--- config.mk ---
export PLATFORM = sky130hd
export DESIGN_NAME = sp_bw_mult
export DESIGN_NICKNAME = d
export VERILOG_FILES = /design/src/rtl/sp_bw_pkg.sv /design/src/rtl/sp_bw_cell.sv /design/src/rtl/sp_bw_ctlseq.sv /design/src/rtl/sp_bw_mult.sv
export SDC_FILE = /design/constraint.sdc
export NUM_CORES = 1
export LEC_CHECK = 0
export BUFFER_PORTS_ARGS = -buffer_cell sky130_fd_sc_hd__clkbuf_2
export CAP_MARGIN = 30
export CORE_MARGIN = 1
export CORE_UTILIZATION = 38
export DETAILED_ROUTE_END_ITERATION = 8
export MAX_ROUTING_LAYER = met4
export PLACE_DENSITY = 0.64
export SLEW_MARGIN = 5
export SYNTH_ARGS = -nofsm -noshare
export SYNTH_HDL_FRONTEND = slang
export SYNTH_SLANG_ARGS = --single-unit
--- constraint.sdc ---
create_clock -name clk -period 2.15 [get_ports clk]
set_clock_uncertainty 0.05 [all_clocks]
set_input_delay 0.43 -clock clk [delete_from_list [all_inputs] [get_ports clk]]
set_output_delay 0.43 -clock clk [all_outputs]
set_load 0.02 [all_outputs]
--- src/rtl/sp_bw_pkg.sv ---
// Shared types for the bit-serial multiplier.
// Assumes nothing beyond IEEE 1800-2017 packed structs.
package sp_bw_pkg;

    // Control applied to the cell row during one step.
    typedef struct packed {
        logic a_gate;  // pass the A bit into the array
        logic inv_hi;  // invert the partial product of the top cell
        logic inv_lo;  // invert the partial products of all lower cells
        logic k_one;   // inject a constant one into the top cell
    } step_ctl_t;

endpackage

--- src/rtl/sp_bw_cell.sv ---
// One array cell: a full adder whose sum and carry are registered.
// Assumes clr and en are never both relevant at once; clr has priority.
module sp_bw_cell (
    input  logic clk,
    input  logic rst_n,
    input  logic clr,
    input  logic en,
    input  logic pp,
    input  logic s_in,
    output logic s_q
);
    logic c_q;
    logic s_d;
    logic c_d;

    // Full-adder combination of partial product, incoming sum and own carry.
    always_comb begin
        s_d = pp ^ s_in ^ c_q;
        c_d = (pp & s_in) | (pp & c_q) | (s_in & c_q);
    end

    // Sum and carry storage with clear at the start of a multiplication.
    always_ff @(posedge clk) begin
        if (!rst_n || clr) begin
            s_q <= 1'b0;
            c_q <= 1'b0;
        end else if (en) begin
            s_q <= s_d;
            c_q <= c_d;
        end
    end
endmodule

--- src/rtl/sp_bw_ctlseq.sv ---
// Control-vector shift register: 2N steps of per-step sign handling.
// Loaded from the mode at start and shifted one step per active clock.
// Assumes N >= 2, so that the two constant injections use distinct steps.
module sp_bw_ctlseq
    import sp_bw_pkg::*;
#(
    parameter int N = 8
) (
    input  logic      clk,
    input  logic      rst_n,
    input  logic      load,
    input  logic      shift,
    input  logic      tc_mode,
    output step_ctl_t cur
);
    localparam int STEPS = 2 * N;

    logic [STEPS-1:0] gate_q, hi_q, lo_q, k_q;
    logic [STEPS-1:0] gate_d, hi_d, lo_d, k_d;

    // Initial lane contents for the selected number representation.
    always_comb begin
        for (int t = 0; t < STEPS; t++) begin
            gate_d[t] = (t < N);
            hi_d[t]   = tc_mode && (t < N - 1);
            lo_d[t]   = tc_mode && (t == N - 1);
            k_d[t]    = tc_mode && (t == 1 || t == N);
        end
    end

    // Lane storage: load at start, then step toward bit 0.
    always_ff @(posedge clk) begin
        if (!rst_n) begin
            gate_q <= '0;
            hi_q   <= '0;
            lo_q   <= '0;
            k_q    <= '0;
        end else if (load) begin
            gate_q <= gate_d;
            hi_q   <= hi_d;
            lo_q   <= lo_d;
            k_q    <= k_d;
        end else if (shift) begin
            gate_q <= gate_q >> 1;
            hi_q   <= hi_q >> 1;
            lo_q   <= lo_q >> 1;
            k_q    <= k_q >> 1;
        end
    end

    // Current step control is the bottom bit of each lane.
    always_comb begin
        cur.a_gate = gate_q[0];
        cur.inv_hi = hi_q[0];
        cur.inv_lo = lo_q[0];
        cur.k_one  = k_q[0];
    end
endmodule

--- src/rtl/sp_bw_mult.sv ---
// Serial-parallel modified Baugh-Wooley multiplier, N x N -> 2N bits.
// B is held in parallel and A arrives LSB first over N cycles.
// The product leaves LSB first over 2N cycles, followed by a done pulse.
// Assumes N >= 2. A start while busy is ignored; a start in the done cycle is accepted.
module sp_bw_mult
    import sp_bw_pkg::*;
#(
    parameter int N = 8
) (
    input  logic         clk,
    input  logic         rst_n,
    input  logic         start,
    input  logic         tc_mode,
    input  logic [N-1:0] b_in,
    input  logic         a_ser,
    output logic         p_ser,
    output logic         p_valid,
    output logic         done
);
    localparam int STEPS = 2 * N;
    localparam int CW    = $clog2(STEPS + 1);

    logic          busy;
    logic [CW-1:0] step_q;
    logic [N-1:0]  b_q;
    logic          accept;
    logic          run;
    logic          a_eff;
    logic [N:0]    s_vec;
    step_ctl_t     cur;

    assign accept = start && !busy;
    assign run    = busy && (step_q < CW'(STEPS));
    assign a_eff  = a_ser && cur.a_gate;

    // Sequencing of steps, operand capture, output valid and done.
    always_ff @(posedge clk) begin
        if (!rst_n) begin
            busy    <= 1'b0;
            step_q  <= '0;
            b_q     <= '0;
            p_valid <= 1'b0;
            done    <= 1'b0;
        end else if (accept) begin
            busy    <= 1'b1;
            step_q  <= '0;
            b_q     <= b_in;
            p_valid <= 1'b0;
            done    <= 1'b0;
        end else if (run) begin
            step_q  <= step_q + 1'b1;
            p_valid <= 1'b1;
            done    <= 1'b0;
        end else if (busy) begin
            busy    <= 1'b0;
            p_valid <= 1'b0;
            done    <= 1'b1;
        end else begin
            p_valid <= 1'b0;
            done    <= 1'b0;
        end
    end

    sp_bw_ctlseq #(.N(N)) i_ctl (
        .clk     (clk),
        .rst_n   (rst_n),
        .load    (accept),
        .shift   (run),
        .tc_mode (tc_mode),
        .cur     (cur)
    );

    assign s_vec[N] = cur.k_one;

    // Cell row: cell i handles bit i of B; its sum feeds cell i-1.
    for (genvar i = 0; i < N; i++) begin : g_cell
        logic pp;
        logic inv;
        if (i == N - 1) begin : g_top
            assign inv = cur.inv_hi;
        end else begin : g_low
            assign inv = cur.inv_lo;
        end
        assign pp = (a_eff & b_q[i]) ^ inv;

        sp_bw_cell i_cell (
            .clk   (clk),
            .rst_n (rst_n),
            .clr   (accept),
            .en    (run),
            .pp    (pp),
            .s_in  (s_vec[i+1]),
            .s_q   (s_vec[i])
        );
    end

    assign p_ser = s_vec[0];
endmodule

==> run metrics <==
status finished, final reports clean; Avg WL per Cell 12.0 um; Period minus WS final 1.63 ns; Distinct cells, synth 32; Ant. Diodes 0; #FFs+latches synth 56; Detailed Routing Iterations Pass 1 4; Worst-Skew Late Latency 0.30 ns; Die H 78.5 um; Routed WL 3.81 mm; CTS Buf Count 5; sequential fraction of the synthesis area 50.4%; DRC viols 0; non-filler cells, final 318; Slew Limit Fails 0; Hold Violations, Final 0; layout cells sized above 1 13.8%; Hold Path Class input pin to flop; number of placed instances, taps included 310; clk sinks 56; setup TNS 0 ns; DP Wirelength 2.58 mm; Die W 78.5 um; worst-margin pin slew 0.571 ns; relative slew slack 61.9%; clk buf depth 2; first-pass GRT wire length 6.71 mm; Pleak 0.875 nW; data required time at the worst endpoint 2.29 ns; largest fanout on the critical path 8; final setup fails 0; RSZ-0062 raised after global routing no; Mapped Cells 232; CP bufs+invs 0; Synth Cell Area 0.00222 sq mm; gr ovfl total 0; Core Region 0.00557 sq mm; CP max-delay cell fa_1; vias in the first global route 1475; CP peak stage delay 0.53 ns; Tot GR Track Use 14.1%; initial antenna violation count 0; Die ar. 0.00616 sq mm; P&R area growth vs syn 11.5%; post-CTS sizing 0; type of origin of the critical path flop; Worst EP arrival 1.78 ns; CP Cell Sequence and2_1 > nand2_1 > xor2_1 > fa_1 > o2bb2ai_1; Setup WS pre-CTS 0.311 ns; setup ws final 0.517 ns; Power Density 805 mW/mm^2; nets 267; FP Rows 27; remaining antenna violation count 0; syn_area_per_cell 9.59 sq um; number of vias per cell 4.94; Ports 16; Peak VDD IR 0.000555 V; setup bufs post-CTS 0; H-tree depth 2; fill cell total of the finished layout 573; CTS tree built; Clk pin slew, worst setup/hold paths 0.09 ns; post-synth net total 254; Initial Utilization 39.9%; PortBufs 15; synth warn 0; Vias 1570; WS Path Type flop to flop; critical path endpoint category flop; Clock Tree Root clkbuf_8; CP top delay family adder cells; period utilization 75.9%; largest net degree at the start of global routing 27; GPL Wtd Cong 0.713; Fmax 612 MHz; hold buffer count at cts 0; maxcap violations 0; Initial DRC Count 77
-- report_power, final --
part	total [mW]	leakage (nW)	switching, mW	internal, mW
logic	0.162	0.354	0.104	0.0579
registers	1.10	0.457	0.0227	1.08
clock network	0.731	0.0645	0.320	0.411
-- per-stage QoR --
stage / hold slack, ns / cell area [sq um] / power, mW / util [%]
finish: 0.293 / 2480 / 2.00 / 44.5
global route: 0.293 / 2480 / 2.09 / 44.5
CTS: 0.282 / 2480 / 2.02 / 44.5
detailed placement: 0.397 / 2350 / 1.29 / 42.2
global placement: 0.394 / 2350 / 1.29 / 42.2
floorplan: 0.382 / 2220 / 1.25 / -
-- final timing paths --
kind                    from                   end  slack, ns  depth (start not counted)
max          i_ctl.gate_q[0]  g_cell[7].i_cell.s_q       0.52                          5
min reg2reg           b_q[7]                b_q[7]       0.41                          2
max reg2reg  i_ctl.gate_q[0]  g_cell[7].i_cell.s_q       0.52                          5
min                  b_in[5]                b_q[5]       0.29                          3
-- placed cells by master, fill, tap and decap left out, types with 6 or more instances in the layout --
master,count
fa_1,8
a22o_1,8
a31oi_1,13
inv_1,16
o2bb2ai_1,17
xor2_1,9
buf_4,6
nand2_1,53
clkbuf_8,7
dfxtp_1,56
a21oi_1,10
clkbuf_2,15
-- area by class of cell --
| cell class | instances | area (sq um) | share of cell area (%) |
|---|---|---|---|
| Timing Repair Buffer | 21 | 120 | 4.84 |
| Inverter | 18 | 67.6 | 2.72 |
| Multi-Input combinational cell | 143 | 955 | 38.5 |
| Clock inverter | 1 | 30.0 | 1.21 |
| Clock buffer | 7 | 96.3 | 3.88 |
| Tap cell | 72 | 90.1 | 3.63 |
| Sequential cell | 56 | 1120 | 45.2 |
-- registers in the layout (all words and copies together), names as in the netlist --
register,cells
g_cell.i_cell.c_q,8
step_q,5
i_ctl.lo_q,1
busy,1
done,1
p_valid,1
i_ctl.hi_q,6
i_ctl.k_q,9
i_ctl.gate_q,8
g_cell.i_cell.s_q,8
b_q,8
-- worst min-delay path, stage by stage --
cell,delay [ns]
clkbuf_2,0.08
nand2_1,0.04
a21oi_1,0.05
-- per-layer routing --
| metal | wire [um] | up-vias | track usage (%) |
|---|---|---|---|
| li1 | - | 799 | - |
| met1 | 1880 | 754 | 18.5 |
| met2 | 1810 | 13 | 21.9 |
| met3 | 92 | 4 | 3.49 |
| met4 | 24 | 0 | 3.33 |
| met5 | 0 | - | - |
-- synthesized netlist by cell type --
cell       number  area [sq um]
mux2_2          1          11.3
nor2_1          5          18.8
buf_1           1          3.75
nand3_1         2          10.0
buf_2           8          40.0
nand2b_1        2          12.5
a31oi_1        13          81.3
and2_1          1          6.26
nand2_2         1          6.26
a22o_1          8          70.1
nand3b_1        1          7.51
nor2b_1         2          12.5
clkbuf_1        3          11.3
nor3_1          1          5.00
o2bb2ai_1      17           149
buf_6           1          11.3
nand4_1         1          6.26
o21ai_1         2          10.0
xor2_1          9          78.8
dfxtp_1        56          1120
fa_1            8           160
nand2_1        53           199
or3_1           1          6.26
buf_4           2          15.0
and3_1          1          6.26
inv_1          16          60.1
ha_1            1          12.5
nor3_4          1          16.3
a21oi_1        10          50.1
mux2i_1         1          10.0
inv_2           2          7.51
a41oi_1         1          8.76
-- kinds of logic (layout without fill, tap and decap cells) --
group           count (synthesis)  after routing  synth area share, %
compound gates                 51             51                 16.6
flops                          56             56                 50.4
buf+inv                        33             47                 6.69
fa+ha+maj                       9              9                 7.76
mux                             2              2                0.956
simple gates                   72             72                 14.1
xor+xnor                        9              9                 3.54
(Power assumes the default switching activity.)
